===== src/rtl/rxls_pkg.sv =====
package rxls_pkg;

  typedef struct packed {
    logic [7:0] data;
    logic       brk;
    logic       frm;
    logic       par;
  } rx_entry_t;

  localparam int unsigned ST_DR   = 0;
  localparam int unsigned ST_OE   = 1;
  localparam int unsigned ST_PE   = 2;
  localparam int unsigned ST_FE   = 3;
  localparam int unsigned ST_BI   = 4;
  localparam int unsigned ST_THRE = 5;
  localparam int unsigned ST_TEMT = 6;
  localparam int unsigned ST_QERR = 7;

endpackage


===== src/rtl/rxls_store.sv =====
module rxls_store
  import rxls_pkg::*;
#(
  parameter int unsigned DEPTH = 16,
  localparam int unsigned AW = (DEPTH > 1) ? $clog2(DEPTH) : 1,
  localparam int unsigned CW = $clog2(DEPTH + 1)
) (
  input  logic          clk,
  input  logic          rst_n,
  input  logic          flush,
  input  logic          wr_en,
  input  logic          wr_over,
  input  rx_entry_t     wr_entry,
  input  logic          rd_en,
  output rx_entry_t     head,
  output logic [CW-1:0] count
);

  rx_entry_t     mem [DEPTH];
  logic [AW-1:0] rptr_q, rptr_d;
  logic [AW-1:0] wptr_q, wptr_d;
  logic [CW-1:0] cnt_q, cnt_d;

  function automatic logic [AW-1:0] bump(input logic [AW-1:0] p);
    return (p == AW'(DEPTH - 1)) ? '0 : p + 1'b1;
  endfunction

  always_comb begin
    rptr_d = rptr_q;
    wptr_d = wptr_q;
    cnt_d  = cnt_q;
    if (flush) begin
      rptr_d = '0;
      wptr_d = '0;
      cnt_d  = '0;
    end else begin
      if (rd_en) rptr_d = bump(rptr_q);
      if (wr_en) wptr_d = bump(wptr_q);
      case ({wr_en, rd_en})
        2'b10:   cnt_d = cnt_q + 1'b1;
        2'b01:   cnt_d = cnt_q - 1'b1;
        default: cnt_d = cnt_q;
      endcase
    end
  end

  always_ff @(posedge clk or negedge rst_n) begin
    if (!rst_n) begin
      rptr_q <= '0;
      wptr_q <= '0;
      cnt_q  <= '0;
    end else begin
      rptr_q <= rptr_d;
      wptr_q <= wptr_d;
      cnt_q  <= cnt_d;
    end
  end

  always_ff @(posedge clk) begin
    if (!flush && wr_en)        mem[wptr_q] <= wr_entry;
    else if (!flush && wr_over) mem[rptr_q] <= wr_entry;
  end

  assign head  = mem[rptr_q];
  assign count = cnt_q;

  a_r5_no_overflow: assert property (@(posedge clk) disable iff (!rst_n)
    cnt_q <= CW'(DEPTH));

  a_r6_count_hold: assert property (@(posedge clk) disable iff (!rst_n)
    (wr_en && rd_en && !flush) |=> $stable(cnt_q));

endmodule


===== src/rtl/rxls_tagcnt.sv =====
module rxls_tagcnt #(
  parameter int unsigned DEPTH = 16,
  localparam int unsigned CW = $clog2(DEPTH + 1)
) (
  input  logic clk,
  input  logic rst_n,
  input  logic clr,
  input  logic inc,
  input  logic dec,
  output logic any_tag
);

  logic [CW-1:0] tcnt_q, tcnt_d;

  always_comb begin
    tcnt_d = tcnt_q;
    if (clr) tcnt_d = '0;
    else begin
      case ({inc, dec})
        2'b10:   tcnt_d = tcnt_q + 1'b1;
        2'b01:   tcnt_d = tcnt_q - 1'b1;
        default: tcnt_d = tcnt_q;
      endcase
    end
  end

  always_ff @(posedge clk or negedge rst_n) begin
    if (!rst_n) tcnt_q <= '0;
    else        tcnt_q <= tcnt_d;
  end

  assign any_tag = (tcnt_q != '0);

  a_r7_no_underflow: assert property (@(posedge clk) disable iff (!rst_n)
    (dec && !clr && !inc) |-> (tcnt_q != '0));

  a_r7_no_overcount: assert property (@(posedge clk) disable iff (!rst_n)
    tcnt_q <= CW'(DEPTH));

endmodule


===== src/rtl/rxls_status.sv =====
module rxls_status
  import rxls_pkg::*;
(
  input  logic       clk,
  input  logic       rst_n,
  input  logic       flush,
  input  logic       ovr_evt,
  input  logic       rd_status,
  input  logic       head_change,
  input  logic       nonempty,
  input  rx_entry_t  head,
  input  logic       any_tag,
  input  logic       fifo_en,
  input  logic       tx_hold_empty,
  input  logic       tx_shift_empty,
  output logic [7:0] status
);

  logic oe_q, oe_d;
  logic ack_q, ack_d;
  logic show;

  always_comb begin
    oe_d = oe_q;
    if (ovr_evt)        oe_d = 1'b1;
    else if (rd_status) oe_d = 1'b0;

    ack_d = ack_q;
    if (flush || head_change)      ack_d = 1'b0;
    else if (rd_status && nonempty) ack_d = 1'b1;
  end

  always_ff @(posedge clk or negedge rst_n) begin
    if (!rst_n) begin
      oe_q  <= 1'b0;
      ack_q <= 1'b0;
    end else begin
      oe_q  <= oe_d;
      ack_q <= ack_d;
    end
  end

  assign show = nonempty && !ack_q;

  always_comb begin
    status          = '0;
    status[ST_DR]   = nonempty;
    status[ST_OE]   = oe_q;
    status[ST_PE]   = show && head.par;
    status[ST_FE]   = show && head.frm;
    status[ST_BI]   = show && head.brk;
    status[ST_THRE] = tx_hold_empty;
    status[ST_TEMT] = tx_hold_empty && tx_shift_empty;
    status[ST_QERR] = fifo_en && any_tag;
  end

  a_r5_oe_sets: assert property (@(posedge clk) disable iff (!rst_n)
    ovr_evt |=> oe_q);

  a_r4_oe_clears: assert property (@(posedge clk) disable iff (!rst_n)
    (rd_status && !ovr_evt) |=> !oe_q);

  a_r4_mask_holds: assert property (@(posedge clk) disable iff (!rst_n)
    (rd_status && nonempty && !head_change && !flush) |=> (status[4:2] == 3'b000));

endmodule


===== src/rtl/rx_fifo_lsr.sv =====
module rx_fifo_lsr
  import rxls_pkg::*;
#(
  parameter int unsigned DEPTH = 16,
  localparam int unsigned CW = $clog2(DEPTH + 1)
) (
  input  logic       clk,
  input  logic       rst_n,
  input  logic       fifo_en,
  input  logic       char_done,
  input  logic [7:0] char_data,
  input  logic       char_brk,
  input  logic       char_frm,
  input  logic       char_par,
  input  logic       rd_data,
  input  logic       rd_status,
  input  logic       tx_hold_empty,
  input  logic       tx_shift_empty,
  output logic [7:0] rd_byte,
  output logic [7:0] status
);

  logic          mode_q;
  logic          flush;
  logic          full;
  logic          nonempty;
  logic          pop;
  logic          push;
  logic          ovr;
  logic          over;
  logic          head_change;
  logic          any_tag;
  logic          tag_in;
  logic          tag_head;
  logic [CW-1:0] count;
  rx_entry_t     in_entry;
  rx_entry_t     head;

  always_ff @(posedge clk or negedge rst_n) begin
    if (!rst_n) mode_q <= 1'b0;
    else        mode_q <= fifo_en;
  end

  assign flush    = fifo_en ^ mode_q;
  assign nonempty = (count != '0);
  assign full     = fifo_en ? (count == CW'(DEPTH)) : nonempty;

  assign pop  = rd_data && nonempty && !flush;
  assign push = char_done && !flush && (!full || pop);
  assign ovr  = char_done && !flush && full && !pop;
  assign over = ovr && !fifo_en;

  assign head_change = pop || (push && !nonempty) || over;

  assign in_entry = '{data: char_data, brk: char_brk, frm: char_frm, par: char_par};
  assign tag_in   = char_brk | char_frm | char_par;
  assign tag_head = head.brk | head.frm | head.par;

  rxls_store #(.DEPTH(DEPTH)) u_store (
    .clk      (clk),
    .rst_n    (rst_n),
    .flush    (flush),
    .wr_en    (push),
    .wr_over  (over),
    .wr_entry (in_entry),
    .rd_en    (pop),
    .head     (head),
    .count    (count)
  );

  rxls_tagcnt #(.DEPTH(DEPTH)) u_tags (
    .clk     (clk),
    .rst_n   (rst_n),
    .clr     (flush),
    .inc     (fifo_en && push && tag_in),
    .dec     (fifo_en && pop && tag_head),
    .any_tag (any_tag)
  );

  rxls_status u_stat (
    .clk            (clk),
    .rst_n          (rst_n),
    .flush          (flush),
    .ovr_evt        (ovr),
    .rd_status      (rd_status),
    .head_change    (head_change),
    .nonempty       (nonempty),
    .head           (head),
    .any_tag        (any_tag),
    .fifo_en        (fifo_en),
    .tx_hold_empty  (tx_hold_empty),
    .tx_shift_empty (tx_shift_empty),
    .status         (status)
  );

  assign rd_byte = nonempty ? head.data : 8'h00;

  a_r5_drop_on_ovr: assert property (@(posedge clk) disable iff (!rst_n)
    (ovr && fifo_en) |=> $stable(count));

  a_r2_dr_after_push: assert property (@(posedge clk) disable iff (!rst_n)
    push |=> status[ST_DR]);

  a_r10_flush_empties: assert property (@(posedge clk) disable iff (!rst_n)
    flush |=> (count == '0));

  a_r8_single_cap: assert property (@(posedge clk) disable iff (!rst_n)
    (!fifo_en && !flush) |-> (count <= CW'(1)));

endmodule


===== config.mk =====
export PLATFORM = sky130hd
export DESIGN_NAME = rx_fifo_lsr
export DESIGN_NICKNAME = d
export VERILOG_FILES = /design/src/rtl/rxls_pkg.sv /design/src/rtl/rxls_store.sv /design/src/rtl/rxls_tagcnt.sv /design/src/rtl/rxls_status.sv /design/src/rtl/rx_fifo_lsr.sv
export SDC_FILE = /design/constraint.sdc
export NUM_CORES = 1
export LEC_CHECK = 0
export CAP_MARGIN = 20
export CORE_MARGIN = 5
export CORE_UTILIZATION = 65
export CTS_CLUSTER_SIZE = 8
export DETAILED_ROUTE_END_ITERATION = 6
export DONT_BUFFER_PORTS = 1
export MAX_ROUTING_LAYER = met4
export PLACE_DENSITY = 0.87
export REMOVE_ABC_BUFFERS = 1
export SKIP_CTS_REPAIR_TIMING = 1
export SYNTH_ARGS = -nofsm -noshare
export SYNTH_HDL_FRONTEND = slang
export SYNTH_SLANG_ARGS = --single-unit
export TNS_END_PERCENT = 5

===== constraint.sdc =====
create_clock -name clk -period 6.3 [get_ports clk]
set_clock_uncertainty 0.2 [all_clocks]
set_input_delay 0.315 -clock clk [delete_from_list [all_inputs] [get_ports clk]]
set_output_delay 0.315 -clock clk [all_outputs]
set_load 0.05 [all_outputs]

* Word-level counts from Yosys, hierarchy flattened
Memories as Yosys holds them, arrays and structs flattened.
Cells that the tools add are included.
** Operators by class
- $add $sub $neg :: 6
- Equality and inequality tests :: 7
- Muxes and demuxes :: 24
- Bitwise gates (word level) :: 5
- Reductions and logical operators :: 40
** Operator list (count)
- two-way mux 4 bit :: 7
- logical AND 1 bit :: 21
- one-hot mux 5 bit (2 select lines) :: 2
- two-way mux 1 bit :: 11
- two-way mux 11 bit :: 1
- OR reduction 11 bit :: 1
- adder 5 x 1 -> 5 bit, second input constant :: 2
- two-way mux 5 bit :: 2
- nonzero test 5 bit :: 2
- subtractor 5 x 1 -> 5 bit, second input constant :: 2
- adder 4 x 1 -> 4 bit, second input constant :: 2
- == test 4 bit, second input constant :: 2
- two-way mux 8 bit :: 1
- nonzero test 2 bit :: 4
- zero test 1 bit :: 6
- nonzero test 3 bit :: 2
- == test 5 bit, second input constant :: 1
- == test 2 x 1 -> 1 bit, second input constant :: 2
- == test 2 bit, second input constant :: 2
- logical OR 1 bit :: 4
- bitwise OR 1 bit :: 4
- XOR 1 bit :: 1
** Storage, ports and cells
- Register bits after elaboration :: 21
- Bits in writable memories :: 176
- Input bits :: 19
- Output and inout bits :: 16
- Word-level logic and storage cells :: 90
- Memories :: 1
** Memories
- u_store.mem :: words 16, bits a word 11, rd ports 1, clocked after Yosys merged registers in 0, write ports 1, line rxls_store.sv:19 : rx_entry_t mem [DEPTH];

* Longest topological paths before layout
Gate-level depths: netlist of the first run.
- Depth after elaboration :: 12
- Mapped depth :: 14
- Mapped depth without buffers :: 12

* Hierarchy
From an unflattened synthesis of the first run, not the netlist that was laid out.
** Unflattened totals
- Cells, all modules :: 497
- Area, all modules :: 8384.3 um^2
** By module, submodules not included
- rxls_store :: times used 1, cells each 408, area an instance 7631.1 um^2, seq. area each 5610.4 um^2
- rxls_tagcnt :: times used 1, cells each 41, area an instance 372.9 um^2, seq. area each 125.1 um^2
- rx_fifo_lsr :: times used 1, cells each 33, area an instance 236.5 um^2, seq. area each 25.0 um^2
- rxls_status :: times used 1, cells each 15, area an instance 143.9 um^2, seq. area each 50.0 um^2

* Worst setup path after synthesis of the first run
OpenSTA, ideal clock, no wires.
- Path kind :: register to output
- From :: register u_store.rptr_q[0]
- To :: output rd_byte[2]
- Arrival :: 2.726 ns
- Data required time :: 5.785 ns
- Setup slack :: 3.059 ns
- Stages on the path, launching flop included :: 8
- Path buffers :: 3
- Cells stage by stage :: dfrtp_1 buf_4 buf_2 buf_2 mux2i_1 o221ai_1 o22ai_1 a211oi_1
** Between the ends
- Word-level cells in the longest chain between the ends :: 2
** RTL lines
- start, declared :: line rxls_store.sv:20 : logic [AW-1:0] rptr_q, rptr_d;
- start signal, assigned :: line rxls_store.sv:53 : rptr_q <= rptr_d;
- memory (16 x 11 bit)
- two-way mux 8 bit :: line rx_fifo_lsr.sv:96 : assign rd_byte = nonempty ? head.data : 8'h00;
- end, declared :: line rx_fifo_lsr.sv:19 : output logic [7:0] rd_byte,
Every way passes these cells.

* Worst setup path in the final report of the first run
- From :: register u_store.rptr_q[1]
- To :: output rd_byte[0]
Same word-level chain as after synthesis.

==> flow_summary.ini, run 1 <==
[run_status]
violations = negative hold slack
outcome = finished, violations left

[pwr]
ir_drop_mv = 0.215
p_int_w = 0.00235
seqPwrFrac = 0.437
power.density_mw_per_mm2 = 380
swShare = 0.339
p_switching_w = 0.00120
pwr-share-clk = 0.289
p_comb_frac = 0.273
p_leak_nw = 3.08

[global_routing]
grtUsageTotal = 0.264
grt_pass1_wl_mm = 27.6
antenna_found_initial = 0
grt_pass1_vias = 4772
grt_max_degree = 56
grt_remaining_overflow = 0

[worst_setup_path]
slowest_stage = dfrtp_1
crit_type = reg -> out
crit_chain = buf_4 > nand2_1 > o221ai_1 > o22ai_1 > a211oi_2
start_kind = flop
cpPeakStageDelay_ns = 0.89
path_max_fanout = 18
crit_required_ns = 5.78
cp-end-kind = output pin
cp.arrival_ns = 3.65

[sta]
whs_ns = -0.0117
hold_viol_final = 1
relSlewSlack = 0.293
slew_viol_final = 0
tightest_slew_ns = 1.06
grt_setup_unrepaired = false
period_minus_slack_ns = 4.16
setup_violations = 0
setup_tns_ns = 0
finalCritPeriodShare = 0.661
finalWorstSetupSlack_ns = 2.14
fmax_mhz = 240

[logic_synthesis]
avgSynthCellArea_um2 = 16.4
synth_mux_area_frac = 0.121
yosysTopAreaCell = edfxtp_1
synth.distinct_cells = 51
synth-xor-area-share = 0.00841
yosys_register_bits = 197
syn-cell-area_mm2 = 0.00833
yosysTopAreaCellShare = 0.634
synth_edf_count = 176
syn_inst = 508
synth_compound_area_frac = 0.0718
synth_area_leaders = edfxtp_1 63%, mux4_2 7.6%, dfrtp_1 6.3%, mux2i_1 4.6%, o221ai_1 1.7%
synth_top_family_by_area = multiplexers
yosys_warnings = 0
synth_simple_gate_area_frac = 0.0613
synth_fa_ha_area_frac = 0.0168
ys_seq_area_frac = 0.698
synth_ff_type = edfxtp_1
ys_async_sr_fraction = 0.107

[cts]
numClockSinks = 197
tritoncts = done
htreeDepth = 4
clkLatencyLatePin_ns = 0.45
path_clk_slew_ns = 0.07
cts_buffers = 17
root_buffer = clkbuf_16
clk_path_buf_depth = 2

[cells_and_area]
layout-drive-gt1-share = 0.176
nNetsFinal = 568
fill_cells = 675
final_cell_mix = 176 x edfxtp_1, 38 x mux2i_1, 30 x nand2_1
fin_cells = 724
final_common_cell = edfxtp_1
insertedDiodeCount = 0
syn2layout_area_growth_pct = 12.4

[routing]
drc = 0
antenna_left = 0
drt-met1-wl_mm = 6.76
vias = 4894
wl_per_cell_um = 25.5
detailedRoute.firstPassIterationCount = 5
drt_iter0_markers = 662
wl_met3_mm = 1.79
dr.max_layer_used = met4
via_per_inst = 6.76
routed_wl_mm = 18.4
met2_length_mm = 9.25

[die]
die_w_um = 123
rows = 41
die_h_um = 123
die-area_mm2 = 0.0152
core_area_mm2 = 0.0126
num_io_pins = 35
initial_utilization = 0.663

[placement]
dp_worst_setup_slack_ns = 2.33
gp_congestion = 0.847
io_buffers = 0
place_inst = 674
hpwlAfterDp_mm = 11.1

[min_path]
hold_class = in -> reg

[run]
maxCapViolCount = 0
-- path summary, 6_finish.rpt --
kind	to	depth (start not counted)	start	slack [ns]
min reg2reg	u_tags.tcnt_q[1]$_DFFE_PN0P_	2	u_tags.tcnt_q[1]$_DFFE_PN0P_	0.37
min	u_store.rptr_q[3]$_DFFE_PN0P_	3	rd_data	-0.01
max	rd_byte[0]	5	u_store.rptr_q[1]$_DFFE_PN0P_	2.14
max in group asynchronous	u_store.rptr_q[0]$_DFFE_PN0P_	2	rst_n	5.64
max reg2reg	u_tags.tcnt_q[4]$_DFFE_PN0P_	12	u_store.rptr_q[1]$_DFFE_PN0P_	2.29
min in group asynchronous	u_tags.tcnt_q[2]$_DFFE_PN0P_	2	rst_n	0.10
-- power groups by stage --
stage / sequential (W) / combinational [W] / clock [W]
final: 0.00155 / 0.000972 / 0.00103
after global routing: 0.00157 / 0.00103 / 0.00109
after CTS: 0.00155 / 0.000941 / 0.00104
after detailed placement: 0.00158 / 0.000932 / 0
after global placement: 0.00158 / 0.000903 / 0
after floorplan: 0.00162 / 0.000703 / 0
-- cell type report --
type                       count  area (µm²)  area share
sequential                   197        5810       0.621
timing repair buffer          37         330      0.0353
multi-input combinational    271        2390       0.255
inverter                      15        56.3     0.00601
clock buffer                  19         433      0.0462
clock inverter                13         124      0.0132
tap                          172         215      0.0230
-- per-layer routing --
metal,vias to the layer above,track usage
met1,2436,0.341
met5,-,-
met2,313,0.409
met4,0,0.125
met3,61,0.0522
li1,2084,-
-- sequential cells by signal (all words and copies together), names as in the netlist --
register and count:
u_store.rptr_q 4, u_store.wptr_q 4, u_tags.tcnt_q 5, u_store.count 5
u_store.mem 176, u_stat.ack_q 1, u_stat.oe_q 1, mode_q 1
-- kinds of logic (layout without fill, tap and decap cells) --
family | count (synthesis) | after routing
xor+xnor | 8 | 8
buf+inv | 40 | 84
fa+ha+maj | 10 | 10
simple gates | 105 | 105
compound gates | 82 | 82
flops | 197 | 197
mux | 66 | 66
-- cell usage after synthesis (all sizes together) (4+ instances only) --
master,number
nor2,30
mux2i,38
xor2,6
edfxtp,176
a21oi,14
ha,8
dfrtp,21
nor2b,7
nand2,30
o21ai,7
a211oi,9
mux4,28
a22o,4
and3,4
o221ai,16
clkbuf,11
nand3,7
o22ai,9
a31oi,4
buf,14
inv,15
nor3,11
-- through the flow --
stage / power, W / hold slack [ns] / utilization / area [µm²]
floorplan: 0.00232 / -0.181 / - / 8200
global placement: 0.00248 / -0.180 / 0.686 / 8620
detailed placement: 0.00251 / -0.180 / 0.686 / 8620
CTS: 0.00353 / -0.648 / 0.730 / 9180
global route: 0.00369 / 0.00355 / 0.745 / 9360
finish: 0.00355 / -0.0117 / 0.745 / 9360
-- critical path, delay by kind of cell, from the launching register on --
family / cells / cell delay, ns
compound gates: 3 / 1.46
buf+inv: 1 / 0.40
flops: 1 / 0.89
simple gates: 1 / 0.43
(Power assumes the default switching activity.)
==> inputs of run 2 (changes only) <==
Settings changed: CORE_UTILIZATION 65 to 63, PLACE_DENSITY 0.87 to 0.85.
Clock period 6.3 ns to 4.3 ns, I/O delays scaled along.
==> flow_summary.ini, run 2 (synthesis gave the netlist of run 1 again) <==
[run]
maxCapViolCount = 0

[cts]
htreeDepth = 4
root_buffer = clkbuf_16
clkLatencyLatePin_ns = 0.43
numClockSinks = 197
clk_path_buf_depth = 2
path_clk_slew_ns = 0.07
tritoncts = done
cts_buffers = 17

[run_status]
violations = negative hold slack
outcome = finished, violations left

[worst_setup_path]
slowest_stage = dfrtp_4
cp-startpoint = u_store.rptr_q[0]$_DFFE_PN0P_
cp-end-kind = flop
cp.arrival_ns = 4.09
crit_type = reg -> reg
timing.rr.start = u_store.rptr_q[0]$_DFFE_PN0P_
worstPathBufferInverterCount = 0
crit_chain = mux4_2 > a22o_1 > nor2_1 > a31oi_2 > ha_1 > nor2b_1 > o21ai_0 > nor2b_1 > nor2_1 > mux2i_1 > o311ai_1
cpPeakStageDelay_ns = 0.84
start_kind = flop
crit_family = compound AO/OA/AOI/OAI gates
path_max_fanout = 36
crit_required_ns = 4.39

[sta]
slew_viol_final = 0
relSlewSlack = 0.322
hold_viol_final = 4
period_minus_slack_ns = 4.01
tightest_slew_ns = 1.02
finalCritPeriodShare = 0.932
whs_ns = -0.0338
fmax_mhz = 250
setup_violations = 0
grt_setup_unrepaired = false

[die]
core_area_mm2 = 0.0131
rows = 42
die-area_mm2 = 0.0156
num_io_pins = 35
die_h_um = 125
initial_utilization = 0.637
die_w_um = 125

[routing]
wl_per_cell_um = 25.5
routed_wl_mm = 19.0
via_per_inst = 6.82
drc = 0
antenna_left = 0
vias = 5064
drt_iter0_markers = 651
detailedRoute.firstPassIterationCount = 5

[placement]
gp_congestion = 0.882
hpwlAfterDp_mm = 11.2
io_buffers = 0
place_inst = 691

[cells_and_area]
fin_cells = 743
reg.largest.list = u_store.mem (176), u_store.count (5), u_tags.tcnt_q (5)
largest-register = u_store.mem
final_common_cell = edfxtp_1
layout-drive-gt1-share = 0.201
final_cell_mix = 176 x edfxtp_1, 38 x mux2i_1, 33 x buf_4
syn2layout_area_growth_pct = 14.5
fill_cells = 718
nNetsFinal = 582
final_util = 0.729
largest_reg_flops = 176

[global_routing]
grt_remaining_overflow = 0
grtUsageTotal = 0.247
antenna_found_initial = 1
grt_pass1_vias = 4770
grt_max_degree = 37
grt_pass1_wl_mm = 28.2

[min_path]
worstHoldStart = fifo_en
hold_class = in -> reg

[pwr]
ir_drop_mv = 0.383
p_leak_nw = 3.19
power.density_mw_per_mm2 = 571
## run 2: metal layers
metal	up-vias	wire length (µm)	track usage
li1	2115	-	-
met1	2583	7400	0.341
met2	323	9370	0.374
met3	43	1670	0.0469
met4	0	509	0.0938
met5	-	0	-
## run 2: per-stage QoR
| step | setup slack [ns] | hold slack (ns) | TNS (ns) | power (W) | instance area, µm² |
|---|---|---|---|---|---|
| floorplan | -0.759 | -0.281 | -4.11 | 0.00340 | 8200 |
| global placement | 0.624 | -0.280 | 0 | 0.00371 | 8720 |
| detailed placement | 0.362 | -0.280 | 0 | 0.00376 | 8720 |
| CTS | 0.327 | -0.739 | 0 | 0.00538 | 9340 |
| global route | 0.0792 | 0.00518 | 0 | 0.00565 | 9540 |
| finish | 0.294 | -0.0338 | 0 | 0.00544 | 9540 |
## run 2: power breakdown
part	leakage, nW	internal [W]	switching (W)
logic	1.02	0.000557	0.000922
clock network	0.303	0.000931	0.000709
registers	1.87	0.00216	0.000164
total	3.19	0.00365	0.00180
## run 2: path summary, 6_finish.rpt
path                                            endpoint  slack (ns)  cells after the start
max                         u_tags.tcnt_q[4]$_DFFE_PN0P_        0.29                     11
min reg2reg                 u_tags.tcnt_q[0]$_DFFE_PN0P_        0.33                      1
max reg2reg                 u_tags.tcnt_q[4]$_DFFE_PN0P_        0.29                     11
min in group asynchronous  u_store.wptr_q[1]$_DFFE_PN0P_        0.02                      2
min                         u_tags.tcnt_q[1]$_DFFE_PN0P_       -0.03                      4
max in group asynchronous  u_store.rptr_q[0]$_DFFE_PN0P_        3.73                      2
## run 2: area by class of cell
class	instances	area, µm²	share of cell area
Timing Repair Buffer	51	438	0.0459
Clock inverter	15	188	0.0197
Tap cell	176	220	0.0231
Inverter	15	56.3	0.00590
Sequential cell	197	5810	0.610
Multi-Input combinational cell	271	2390	0.251
Antenna cell	1	2.50	0.000262
Clock buffer	17	425	0.0446
## run 2: worst min-delay path: cells and delay by family
| family | cells | cell delay, ns |
|---|---|---|
| AND/OR/NAND/NOR | 1 | 0.07 |
| multiplexers | 1 | 0.06 |
| XOR/XNOR | 1 | 0.05 |
| buffers and inverters | 1 | 0.16 |
